--- src/rtl/mdac_pkg.sv ---
package mdac_pkg;

    typedef enum logic [1:0] {
        OP_MUL  = 2'd0,
        OP_DIV  = 2'd1,
        OP_ACC  = 2'd2,
        OP_ACC3 = 2'd3
    } op_e;

    localparam int ADDR_W = 3;

    localparam logic [ADDR_W-1:0] ADR_CTRL = 3'd0;
    localparam logic [ADDR_W-1:0] ADR_ALO  = 3'd1;
    localparam logic [ADDR_W-1:0] ADR_AHI  = 3'd2;
    localparam logic [ADDR_W-1:0] ADR_BLO  = 3'd3;
    localparam logic [ADDR_W-1:0] ADR_BHI  = 3'd4;

endpackage

--- src/rtl/mdac_regs.sv ---
module mdac_regs
    import mdac_pkg::*;
#(
    parameter int BYTE_W = 8,
    parameter int OP_W   = 16
) (
    input  logic              clk,
    input  logic              rst_n,
    input  logic              wr_en,
    input  logic [ADDR_W-1:0] wr_addr,
    input  logic [BYTE_W-1:0] wr_data,
    input  logic              busy_i,
    output op_e               mode_o,
    output logic [OP_W-1:0]   a_o,
    output logic [OP_W-1:0]   b_next_o,
    output logic              trig_o,
    output logic              clr_o
);

    typedef struct packed {
        op_e             mode;
        logic [OP_W-1:0] a;
        logic [OP_W-1:0] b;
    } regs_t;

    regs_t s_d, s_q;
    logic  accept;

    always_comb begin
        s_d    = s_q;
        trig_o = 1'b0;
        clr_o  = 1'b0;
        accept = wr_en && !busy_i;
        if (accept) begin
            case (wr_addr)
                ADR_CTRL: begin
                    s_d.mode = op_e'(wr_data[1:0]);
                    clr_o    = wr_data[1];
                end
                ADR_ALO: s_d.a[BYTE_W-1:0]    = wr_data;
                ADR_AHI: s_d.a[OP_W-1:BYTE_W] = wr_data;
                ADR_BLO: s_d.b[BYTE_W-1:0]    = wr_data;
                ADR_BHI: begin
                    s_d.b[OP_W-1:BYTE_W] = wr_data;
                    trig_o               = 1'b1;
                end
                default: ;
            endcase
        end
    end

    always_ff @(posedge clk or negedge rst_n) begin
        if (!rst_n) begin
            s_q <= '{mode: OP_MUL, a: '0, b: '0};
        end else begin
            s_q <= s_d;
        end
    end

    assign mode_o   = s_q.mode;
    assign a_o      = s_q.a;
    assign b_next_o = s_d.b;


    writes_while_busy_chk: assert property (@(posedge clk) disable iff (!rst_n)
        (busy_i && wr_en) |=> ($stable(s_q.a) && $stable(s_q.b) && $stable(s_q.mode)));

endmodule

--- src/rtl/mdac_divider.sv ---
module mdac_divider #(
    parameter int W = 16
) (
    input  logic         clk,
    input  logic         rst_n,
    input  logic         start_i,
    input  logic [W-1:0] dividend_i,
    input  logic [W-1:0] divisor_i,
    output logic         busy_o,
    output logic         done_o,
    output logic [W-1:0] quo_o,
    output logic [W-1:0] rem_o
);

    localparam int CNT_W = $clog2(W + 1);
    localparam logic [CNT_W-1:0] CNT_FULL = CNT_W'(W);

    typedef struct packed {
        logic             busy;
        logic             done;
        logic [CNT_W-1:0] cnt;
        logic [W-1:0]     quo;
        logic [W-1:0]     rem;
        logic [W-1:0]     dvs;
    } div_t;

    div_t       s_d, s_q;
    logic [W:0] shifted;
    logic [W:0] diff;

    always_comb begin
        s_d      = s_q;
        s_d.done = 1'b0;
        shifted  = {s_q.rem, s_q.quo[W-1]};
        diff     = shifted - {1'b0, s_q.dvs};
        if (start_i && !s_q.busy) begin
            s_d.busy = 1'b1;
            s_d.cnt  = CNT_FULL;
            s_d.quo  = dividend_i;
            s_d.rem  = '0;
            s_d.dvs  = divisor_i;
        end else if (s_q.busy) begin
            if (shifted >= {1'b0, s_q.dvs}) begin
                s_d.rem = diff[W-1:0];
                s_d.quo = {s_q.quo[W-2:0], 1'b1};
            end else begin
                s_d.rem = shifted[W-1:0];
                s_d.quo = {s_q.quo[W-2:0], 1'b0};
            end
            s_d.cnt = s_q.cnt - 1'b1;
            if (s_q.cnt == CNT_W'(1)) begin
                s_d.busy = 1'b0;
                s_d.done = 1'b1;
            end
        end
    end

    always_ff @(posedge clk or negedge rst_n) begin
        if (!rst_n) begin
            s_q <= '0;
        end else begin
            s_q <= s_d;
        end
    end

    assign busy_o = s_q.busy;
    assign done_o = s_q.done;
    assign quo_o  = s_q.quo;
    assign rem_o  = s_q.rem;


    busy_count_chk: assert property (@(posedge clk) disable iff (!rst_n)
        s_q.busy |-> (s_q.cnt != '0));


    busy_done_excl_chk: assert property (@(posedge clk) disable iff (!rst_n)
        $onehot0({s_q.busy, s_q.done}));


    done_after_busy_chk: assert property (@(posedge clk) disable iff (!rst_n)
        $rose(s_q.done) |-> $past(s_q.busy));

endmodule

--- src/rtl/mdac_mac.sv ---
module mdac_mac #(
    parameter int OP_W  = 16,
    parameter int ACC_W = 40
) (
    input  logic [OP_W-1:0]  a_i,
    input  logic [OP_W-1:0]  b_i,
    input  logic [ACC_W-1:0] acc_i,
    output logic [ACC_W-1:0] prod_o,
    output logic [ACC_W-1:0] sum_o,
    output logic             ovf_o
);

    localparam int PROD_W = 2 * OP_W;
    localparam int EXT_W  = ACC_W - PROD_W;

    logic signed [PROD_W-1:0] prod;

    always_comb begin
        prod   = $signed(a_i) * $signed(b_i);
        prod_o = {{EXT_W{prod[PROD_W-1]}}, prod};
        sum_o  = acc_i + prod_o;
        ovf_o  = (acc_i[ACC_W-1] == prod_o[ACC_W-1]) &&
                 (sum_o[ACC_W-1] != acc_i[ACC_W-1]);
    end

endmodule

--- src/rtl/mdac_unit.sv ---
module mdac_unit
    import mdac_pkg::*;
#(
    parameter int BYTE_W = 8,
    parameter int OP_W   = 16,
    parameter int ACC_W  = 40
) (
    input  logic              clk,
    input  logic              rst_n,
    input  logic              wr_en,
    input  logic [2:0]        wr_addr,
    input  logic [BYTE_W-1:0] wr_data,
    input  logic [2:0]        rd_sel,
    output logic [BYTE_W-1:0] rd_data,
    output logic              busy,
    output logic              overflow
);

    localparam int RES_BYTES = ACC_W / BYTE_W;
    localparam int TOP_W     = ACC_W - 2 * OP_W;

    typedef struct packed {
        logic [ACC_W-1:0] result;
        logic             ovf;
        logic             neg;
    } unit_t;

    unit_t s_d, s_q;

    op_e              mode;
    logic [OP_W-1:0]  op_a;
    logic [OP_W-1:0]  op_b;
    logic             trig;
    logic             clr;
    logic             div_busy;
    logic             div_done;
    logic             div_start;
    logic [OP_W-1:0]  div_quo;
    logic [OP_W-1:0]  div_rem;
    logic [OP_W-1:0]  a_mag;
    logic [OP_W-1:0]  quo_fix;
    logic [OP_W-1:0]  rem_fix;
    logic [ACC_W-1:0] prod;
    logic [ACC_W-1:0] sum;
    logic             add_ovf;

    assign busy = div_busy | div_done;

    mdac_regs #(.BYTE_W(BYTE_W), .OP_W(OP_W)) u_regs (
        .clk     (clk),
        .rst_n   (rst_n),
        .wr_en   (wr_en),
        .wr_addr (wr_addr),
        .wr_data (wr_data),
        .busy_i  (busy),
        .mode_o  (mode),
        .a_o     (op_a),
        .b_next_o(op_b),
        .trig_o  (trig),
        .clr_o   (clr)
    );

    mdac_mac #(.OP_W(OP_W), .ACC_W(ACC_W)) u_mac (
        .a_i   (op_a),
        .b_i   (op_b),
        .acc_i (s_q.result),
        .prod_o(prod),
        .sum_o (sum),
        .ovf_o (add_ovf)
    );

    assign a_mag     = op_a[OP_W-1] ? (~op_a + 1'b1) : op_a;
    assign div_start = trig && (mode == OP_DIV) && (op_b != '0);

    mdac_divider #(.W(OP_W)) u_div (
        .clk       (clk),
        .rst_n     (rst_n),
        .start_i   (div_start),
        .dividend_i(a_mag),
        .divisor_i (op_b),
        .busy_o    (div_busy),
        .done_o    (div_done),
        .quo_o     (div_quo),
        .rem_o     (div_rem)
    );

    always_comb begin
        s_d     = s_q;
        quo_fix = s_q.neg ? (~div_quo + 1'b1) : div_quo;
        rem_fix = s_q.neg ? (~div_rem + 1'b1) : div_rem;
        if (clr) begin
            s_d.result = '0;
            s_d.ovf    = 1'b0;
        end else if (div_done) begin
            s_d.result = {{TOP_W{1'b0}}, rem_fix, quo_fix};
        end else if (trig) begin
            case (mode)
                OP_MUL: s_d.result = prod;
                OP_DIV: begin
                    s_d.neg = op_a[OP_W-1];
                    if (op_b == '0) begin
                        s_d.result = {{TOP_W{1'b0}}, op_a, {OP_W{1'b0}}};
                    end
                end
                default: begin
                    s_d.result = sum;
                    s_d.ovf    = s_q.ovf | add_ovf;
                end
            endcase
        end
    end

    always_ff @(posedge clk or negedge rst_n) begin
        if (!rst_n) begin
            s_q <= '0;
        end else begin
            s_q <= s_d;
        end
    end

    always_comb begin
        rd_data = '0;
        for (int k = 0; k < RES_BYTES; k++) begin
            if (rd_sel == 3'(k)) begin
                rd_data = s_q.result[k*BYTE_W +: BYTE_W];
            end
        end
    end

    assign overflow = s_q.ovf;


    clear_cmd_chk: assert property (@(posedge clk) disable iff (!rst_n)
        clr |=> (s_q.result == '0 && !overflow));


    sticky_ovf_chk: assert property (@(posedge clk) disable iff (!rst_n)
        (overflow && !clr) |=> overflow);


    div_zero_chk: assert property (@(posedge clk) disable iff (!rst_n)
        (trig && mode == OP_DIV && op_b == '0) |=> (!busy && s_q.result[OP_W-1:0] == '0));


    mul_no_busy_chk: assert property (@(posedge clk) disable iff (!rst_n)
        (trig && mode == OP_MUL) |=> !busy);


    div_start_chk: assert property (@(posedge clk) disable iff (!rst_n)
        div_start |=> div_busy);

endmodule

--- config.mk ---
export PLATFORM = sky130hd
export DESIGN_NAME = mdac_unit
export DESIGN_NICKNAME = d
export VERILOG_FILES = /design/src/rtl/mdac_pkg.sv /design/src/rtl/mdac_regs.sv /design/src/rtl/mdac_divider.sv /design/src/rtl/mdac_mac.sv /design/src/rtl/mdac_unit.sv
export SDC_FILE = /design/constraint.sdc
export NUM_CORES = 1
export LEC_CHECK = 0
export BUFFER_PORTS_ARGS = -buffer_cell sky130_fd_sc_hd__buf_2
export CAP_MARGIN = 20
export CORE_MARGIN = 4
export CORE_UTILIZATION = 25
export CTS_BUF_LIST = sky130_fd_sc_hd__clkbuf_16
export DETAILED_ROUTE_END_ITERATION = 6
export GPL_TIMING_DRIVEN = 1
export SYNTH_ARGS = -nofsm -noshare
export SYNTH_HDL_FRONTEND = slang
export SYNTH_SLANG_ARGS = --single-unit
export TNS_END_PERCENT = 50
--- constraint.sdc ---
create_clock -name clk -period 8.75 [get_ports clk]
set_input_delay 1.75 -clock clk [delete_from_list [all_inputs] [get_ports clk]]
set_output_delay 1.75 -clock clk [all_outputs]
set_load 0.02 [all_outputs]
# Word level (Yosys, flattened, before mapping)
# Index checks and enable logic that the tools add are counted.
# word_totals
out_inout_bits	10
elab_cells	94
input_bits	17
reg_bits	131
# classes
n_mux	29
n_mul	1
eq_ne	15
n_lt_le_gt_ge	1
addsub	6
bitwise_logic	7
n_reduce_logical	22
# ops
cell	n
two-way mux 40 bit	2
one-hot mux 40 bit (2 select lines)	1
two-way mux 16 bit	4
two-way mux 8 bit	7
adder 16 x 1 -> 16 bit (second input constant)	3
inverter 16 bit	3
two-way mux 42 bit	1
two-way mux 41 bit	1
adder 40 bit	1
two-way mux 39 bit	1
two-way mux 37 bit	1
multiplier 16 x 16 -> 32 bit	1
>= comparator 17 x 16 -> 1 bit	1
two-way mux 17 bit	1
zero test 16 bit	1
nonzero test 16 bit	1
subtractor 16 bit	1
== test 3 x 2 -> 1 bit (second input constant)	4
two-way mux 1 bit	8
AND reduction 2 bit	4
== test 3 x 1 -> 1 bit (second input constant)	2
== test 3 bit (second input constant)	2
zero test 3 bit	2
== test 5 x 1 -> 1 bit (second input constant)	1
other kinds (18)	27

# Logic depth before layout (Yosys ltp)
# Gate-level depths: netlist (run 1).
# depth
word_depth	13
depth_mapped	40
ltp_nobuf	37

# By module
# A second synthesis (run 1) with hierarchy kept.
# unflattened
hier_cells	2322
hier_area_um2	20788.7
# modules_own_cells
mod	area_each_um2	cells_per_inst	seq_area_each_um2	instances
mdac_mac	12026.5	1376	0.0	1
mdac_unit	3759.9	459	1051.0	1
mdac_divider	3543.4	391	1376.3	1
mdac_regs	1458.9	96	850.8	1

# Worst setup path before layout (run 1)
# OpenSTA, ideal clock, no wires.
# synth_timing
path_type	input-to-reg
start	input port wr_addr[2]
end	register s_q[41] (netlist name)
t_arrival_ps	10822
n_path_buf	2
t_required_ps	8670
setup_ps	80
path_slack_ps	-2152
path_stages	37
path_cell_list	nor4b_2 -> and3_1 -> buf_2 -> mux2i_1 -> inv_1 -> clkbuf_1 -> and2_1 -> fa_1 -> inv_1 -> fa_1 -> fa_1 -> inv_1 -> fa_1 -> fa_1 -> inv_1 -> fa_1 -> inv_1 -> ha_1 -> and4_4 -> nand2_1 -> o31ai_1 -> o2111ai_2 -> a21oi_1 -> a31oi_1 -> nor2_1 -> xor2_1 -> ha_1 -> a21o_1 -> a21o_1 -> a21o_1 -> or3_1 -> o31ai_1 -> a21oi_1 -> nor3_1 -> xor2_1 -> or3_1 -> o211ai_2
# synth_via
elab_chain_cells	9
word_cells_on_any_way	20
classes_between	1 x add/sub; 1 x mul; 3 x eq/ne; 11 x mux; 4 x reduce/logical
# synth_lines
element	line	rtl
from (decl)	mdac_unit.sv:11	input logic [2:0] wr_addr,
== test 3 x 2 -> 1 bit (*)	mdac_regs.sv:35	case (wr_addr)
two-way mux 8 bit (*)	mdac_regs.sv:35	
two-way mux 16 bit (*)	mdac_regs.sv:34	if (accept) begin
via op_b[4]	mdac_unit.sv:32	logic [OP_W-1:0] op_b;
multiplier 16 x 16 -> 32 bit	mdac_mac.sv:19	prod = $signed(a_i) * $signed(b_i);
adder 40 bit	mdac_mac.sv:21	sum_o = acc_i + prod_o;
one-hot mux 40 bit (2 select lines)	mdac_unit.sv:97	case (mode)
two-way mux 42 bit	mdac_unit.sv:96	end else if (trig) begin
two-way mux 40 bit	mdac_unit.sv:94	end else if (div_done) begin
two-way mux 41 bit	mdac_unit.sv:91	if (clr) begin
to (signal assigned)	mdac_unit.sv:115	s_q <= '0;
to (signal assigned)	mdac_unit.sv:117	s_q <= s_d;
to (decl)	mdac_unit.sv:28	unit_t s_d, s_q;
# Mark *: on every way through the listed nets, which the timed path passes. The rest lies on a longest branch. The select of a mux whose other input is x is not followed.
# A chain may end at the register's enable or synchronous reset.

# Final worst setup path (run 1)
# layout_timing
start	input port wr_addr[2]
end	register s_q[41] (netlist name)
# layout_via
elab_chain_cells	9
word_cells_on_any_way	20
classes_between	1 x add/sub; 1 x mul; 3 x eq/ne; 11 x mux; 4 x reduce/logical
# layout_lines
element	line
== test 3 x 2 -> 1 bit or == test 3 bit (tied branches)	mdac_regs.sv:35
two-way mux 8 bit	mdac_regs.sv:35
two-way mux 16 bit	mdac_regs.sv:34
multiplier 16 x 16 -> 32 bit	mdac_mac.sv:19
adder 40 bit	mdac_mac.sv:21
one-hot mux 40 bit (2 select lines)	mdac_unit.sv:97
two-way mux 42 bit	mdac_unit.sv:96
two-way mux 40 bit	mdac_unit.sv:94
two-way mux 41 bit	mdac_unit.sv:91
# Parallel ways exist; a longest one is shown, timed or not. The select of a mux whose other input is x is not followed.

==> results.toml, run 1 <==
[outcome]
status = "finished, violations left"
violations = "setup timing"

[place]
dpl_worst_slack_ns = -1.98
port-buffer-count = 26
gp_congestion = 0.911
dpl.hpwl_um = 50100

[synth]
synth_ff_type = "dfrtp_1"
async_reset_ff_share_pct = 100
ys_top_cells_by_area = "fa_1 (27%), dfrtp_1 (17%), ha_1 (9.0%)"
synthCells = 2261
synth_top_area_cell = "fa_1"
netlist.area_leader.share_pct = 26.8
yosysWarningCount = 0
synth.distinct_cells = 81
ys_ff_latch = 131
post_synth.cell_area_avg_um2 = 8.73
synth-edff-count = 0
netlist_area_mm2 = 0.0197
seq_area_frac_synth_pct = 16.6
syn_nets = 2684

[critical_path]
cp_common_cell = "fa_1"
crit_required_ns = 9.13
startpoint_type = "primary input"
cp.arrival_ns = 10.56
crit_type = "in2reg"
crit_fanout = 6
worst_path_largest_cell_delay_ns = 0.59
critPathBufInv = 7
crit_family = "adder cells"
r2r_slack_ns = -0.44
cp_slowest_cell = "fa_2"
setup.worst_path.end_class = "flop"

[route]
ant_nets = 0
drtIter0Drc = 1260
drc = 0
wl_um = 62700
wl_per_cell_um = 17.1
dr.pass1.iters = 5
viasPerCell = 4.71
num_vias = 17223

[clock_network]
cts_tree = "yes"
clk_pin_slew_ns = 0.06
numCtsBuffers = 17
cts_buffer_depth = 2
cts.sinks = 131
clock_latency_ns = 0.46
hold_buffers = 0
ctsRootBufferMaster = "clkbuf_16"
cts.htree.levels = 4

[layout]
drive_above_1_share_pct = 25.7
insertedDiodeCount = 0
final_common_cell = "buf_4"
nets = 3027
layout_common_cells = "buf_4 (371), inv_1 (331), nand2_1 (267)"
syn2layout_area_growth_pct = 29.6
nFillCells = 8072

[min_path]
worstHoldPathType = "reg2reg"

[sta]
hold_viol_final = 0
maxSlewViolCount = 0
finClkSkew_ns = 0.0117
period_share_pct = 116
fmax_mhz = 98.2
layout_setup_ws_ns = -1.43
final-setup-viol-count = 28
fin_crit_ns = 10.18
worst_slew_pin_slew_ns = 0.996
relSlewSlack_pct = 33.6
rsz0062_at_grt = "yes"

[grt]
grt_pass1_vias = 17587
busiest_layer = "met2"
antenna_found_initial = 0
gr-usage-met3_pct = 3.38
grtUsageMet1_pct = 20.8
overflow = 0
grt.total_usage_pct = 15.1
met2_usage_pct = 23.4
grt_max_degree = 75
grt_pass1_wl_um = 98900

[die]
die_w_um = 289
die_height_um = 289
num_rows = 102
dieArea_mm2 = 0.0836
io_pins = 27
start_util_pct = 25.4
core-area_mm2 = 0.0778

[flow_run]
max-cap-violations = 0
flip-flops by register name (all words and copies together), names as in the netlist:
signal and flops:
s_q 41, u_div.s_q 21, u_regs.mode_o 2, u_div.done_o 1
u_regs.a_o 16, u_div.quo_o 16, u_div.busy_o 1, u_div.rem_o 16
overflow 1, u_regs.s_q 16
cell families after synthesis:
| group | after synthesis | synth area share, % |
|---|---|---|
| compound gates | 445 | 15.3 |
| xor+xnor | 123 | 5.49 |
| fa+ha+maj | 406 | 35.8 |
| buf+inv | 456 | 8.69 |
| flops | 131 | 16.6 |
| mux | 49 | 2.67 |
| simple gates | 651 | 15.5 |
cell usage after synthesis, types with 18 or more instances:
library cell,instances
inv_1,350
nand2_1,277
fa_1,264
ha_1,142
dfrtp_1,131
nor2_1,131
and2_1,113
o21ai_0,98
a21oi_1,94
clkbuf_1,92
xnor2_1,74
xor2_1,48
a22oi_1,39
a21o_1,32
mux2_2,26
mux2i_1,22
nand3_1,19
a211oi_1,18
o31ai_1,18
final timing paths:
kind                                         from                      to  cells after the start
min in group asynchronous                   rst_n     s_q[36]$_DFFE_PN0P_                      1
setup reg to reg           u_div.busy_o$_DFF_PN0_     s_q[41]$_DFFE_PN0P_                     36
hold reg to reg              overflow$_DFFE_PN0P_    overflow$_DFFE_PN0P_                      1
hold / removal               overflow$_DFFE_PN0P_    overflow$_DFFE_PN0P_                      1
setup / recovery                       wr_addr[2]     s_q[41]$_DFFE_PN0P_                     37
max in group asynchronous                   rst_n  u_div.busy_o$_DFF_PN0_                      2
area by class of cell:
type                    count  area, um2  share of cell area (%)
multi-input cells        1674      15700                    61.4
repair buffers            425       3330                    13.0
flip-flops and latches    131       3280                    12.8
inverters                 354       1340                    5.24
well taps                1040       1300                    5.09
clock buffers              17        425                    1.66
clock inverters            15        193                   0.753
repair inverters            1       7.51                  0.0293
through the flow:
step | setup TNS (ns) | hold WS [ns] | util, % | cell area (um2) | instances
floorplan | -19.86 | 0.446 | - | 20100 | 2261
global placement | -38.91 | 0.499 | 30.3 | 23600 | 3552
detailed placement | -42.26 | 0.501 | 30.3 | 23600 | 3552
CTS | -21.59 | 0.507 | 32.4 | 25200 | 3637
global route | -33.51 | 0.534 | 32.9 | 25600 | 3657
finish | -24.83 | 0.498 | 32.9 | 25600 | 3657
metal layers:
layer / share of wire (%) / up-vias
met3: 6.7 / 105
met5: 0 / -
met4: 3.5 / 0
li1: - / 8119
met2: 44 / 471
met1: 46 / 8528
repair_timing:
item / CTS / global route
gates resized for setup: 139 / 52
gates cloned: 2 / 0
hold endpoints to repair: 0 / 0
setup buffers: 51 / 22
endpoints found under the setup margin: 29 / 29
pin swaps: 74 / 51
Power of run 1 is not shown: default switching activity piles up to over one toggle a cycle in this logic, so the estimate is an artifact.
==> inputs of run 2 (changes only) <==
--- a/config.mk
+++ b/config.mk
@@ -5,7 +5,7 @@
 export SDC_FILE = /design/constraint.sdc
 export NUM_CORES = 1
 export LEC_CHECK = 0
-export BUFFER_PORTS_ARGS = -buffer_cell sky130_fd_sc_hd__buf_2
+export BUFFER_PORTS_ARGS = -buffer_cell sky130_fd_sc_hd__buf_4
 export CAP_MARGIN = 20
 export CORE_MARGIN = 4
 export CORE_UTILIZATION = 25
==> run 2 against run 1 <==
The flow still finishes with violations (setup timing). Design area rose by 0.68%. Die area did not move. Hold slack improved by 0.013 ns. Final cell count barely moved. Global-route usage rose by 0.11 points. Clock-buffer cell count did not move. Worst setup slack improved by 0.17 ns. Largest cell class unchanged. Highest routed layer unchanged.
==> results.toml, run 2 (same netlist as run 1, synthesis figures left out) <==
[route]
viasPerCell = 4.74
routed-wl-met2_um = 28600
met3WireLength_um = 3780
wl_per_cell_um = 17.3
wl_um = 63200
drtIter0Drc = 1266
routed.top_layer = "met4"
ant_nets = 0
drc = 0
num_vias = 17302
met1_length_um = 29400
dr.pass1.iters = 5

[place]
placed_cells = 3552
dpl_worst_slack_ns = -1.94
placedInstanceArea_mm2 = 0.0236
dpl.hpwl_um = 50300
port-buffer-count = 26
gp_congestion = 0.903

[layout]
drive_above_1_share_pct = 26.0
syn2layout_area_growth_pct = 30.5
regMostFlops = "s_q"
layoutNonFillerInstCount = 3654
largest_register_ffs = 41
nets = 3025
final_common_cell = "buf_4"
layout_common_cells = "buf_4 (400), inv_1 (331), nand2_1 (270)"
insertedDiodeCount = 0
reg_top3 = "s_q x41, u_div.s_q x21"
stdcell_area_mm2 = 0.0258

[clock_network]
cts.sinks = 131
cts.htree.levels = 4
clock_latency_ns = 0.45
cts_buffer_depth = 2
clk_pin_slew_ns = 0.07
numCtsBuffers = 17
ctsRootBufferMaster = "clkbuf_16"
cts_tree = "yes"

[critical_path]
cp_common_cell = "fa_1"
startpoint = "wr_addr[2]"
crit_type = "in2reg"
setup.worst_path.end_class = "flop"
crit_required_ns = 9.12
reg2reg_to = "s_q[41]$_DFFE_PN0P_"
endpoint = "s_q[41]$_DFFE_PN0P_"
cp.arrival_ns = 10.38
r2r_slack_ns = -0.32
worst_path_largest_cell_delay_ns = 0.53
startpoint_type = "primary input"
r2r_start = "u_div.busy_o$_DFF_PN0_"
r2r_cells = 37
cp_slowest_cell = "fa_1"
crit_fanout = 8

[sta]
fmax_mhz = 99.9
period_share_pct = 114
worst_slew_pin_slew_ns = 1.05
hold_slack_ns = 0.512
maxSlewViolCount = 0
layout_setup_ws_ns = -1.26
relSlewSlack_pct = 30.0
rsz0062_at_grt = "yes"
final-setup-viol-count = 27
fin_crit_ns = 10.01
finClkSkew_ns = 0.0146
hold_viol_final = 0

[min_path]
worstHoldPathType = "reg2reg"

[die]
start_util_pct = 25.4
io_pins = 27
num_rows = 102
die_height_um = 289
dieArea_mm2 = 0.0836
core-area_mm2 = 0.0778
die_w_um = 289

[grt]
grt_pass1_wl_um = 100000
grt_max_degree = 77
grt.total_usage_pct = 15.2
overflow = 0
antenna_found_initial = 0
grt_pass1_vias = 17654

[outcome]
violations = "setup timing"
status = "finished, violations left"

[flow_run]
max-cap-violations = 0
==> run 2: cell types whose count changed in the layout (fill, tap and decap cells not counted), moves of 3 or more <==
| cell | before | now |
|---|---|---|
| nand2_2 | 10 | 4 |
| buf_2 | 24 | 0 |
| ha_1 | 123 | 119 |
| nand2_4 | 0 | 3 |
| ha_4 | 14 | 19 |
| a31oi_4 | 0 | 3 |
| buf_12 | 8 | 4 |
| nor2_2 | 5 | 11 |
| and2_1 | 100 | 104 |
| buf_4 | 371 | 400 |
| nor2_1 | 122 | 117 |
| and2_4 | 15 | 11 |
| xnor2_1 | 68 | 65 |
| nand2_1 | 267 | 270 |
==> run 2: timing repair <==
item,CTS,global route
gates cloned,0,0
setup buffers,52,22
pin swaps,87,73
gates resized for setup,113,98
setup endpoints to repair,29,31
endpoints found under the hold margin,0,0
hold buffers,0,0
==> run 2: worst min-delay path by stage <==
| stage | from | to | slack (ns) | cells past startpoint |
|---|---|---|---|---|
| floorplan | u_div.s_q[52]$_DFFE_PN0P_ | u_div.done_o$_DFF_PN0_ | 0.45 | 1 |
| global placement | u_div.s_q[51]$_DFFE_PN0P_ | u_div.s_q[51]$_DFFE_PN0P_ | 0.50 | 1 |
| detailed placement | u_div.s_q[51]$_DFFE_PN0P_ | u_div.s_q[51]$_DFFE_PN0P_ | 0.51 | 1 |
| CTS | u_div.s_q[51]$_DFFE_PN0P_ | u_div.s_q[51]$_DFFE_PN0P_ | 0.52 | 1 |
| global route | overflow$_DFFE_PN0P_ | overflow$_DFFE_PN0P_ | 0.53 | 1 |
| finish | u_div.s_q[51]$_DFFE_PN0P_ | u_div.s_q[51]$_DFFE_PN0P_ | 0.51 | 1 |
==> run 2: cell type report <==
type / instances / area, um2
Sequential cell: 131 / 3280
Tap cell: 1040 / 1300
Clock inverter: 14 / 188
Clock buffer: 17 / 425
Timing Repair Buffer: 424 / 3320
Inverter: 354 / 1340
Multi-Input combinational cell: 1674 / 15900
Fill cell: 8034 / 52100
==> run 2: layer usage <==
layer  vias to the layer above  track usage, %
met5                         -               0
met4                         0            3.76
met3                       100            2.17
met2                       550            24.3
met1                      8544            21.6
li1                       8108               -
==> run 2: stage by stage <==
step	utilization (%)	setup TNS (ns)
after global routing	33.1	-30.34
final	33.1	-22.51
after floorplan	-	-19.86
after CTS	32.3	-21.51
after detailed placement	30.4	-42.50
after global placement	30.4	-40.00
==> run 2: worst max-delay path: cells and delay by family <==
| kind | cells | cell delay [ns] |
|---|---|---|
| buffers and inverters | 8 | 0.83 |
| AO/OA/AOI/OAI | 11 | 2.16 |
| AND/OR/NAND/NOR | 7 | 1.56 |
| XOR/XNOR | 1 | 0.12 |
| multiplexers | 2 | 0.57 |
| adder cells (fa/ha/maj) | 8 | 3.39 |
Power of run 2 is left out for the same reason.
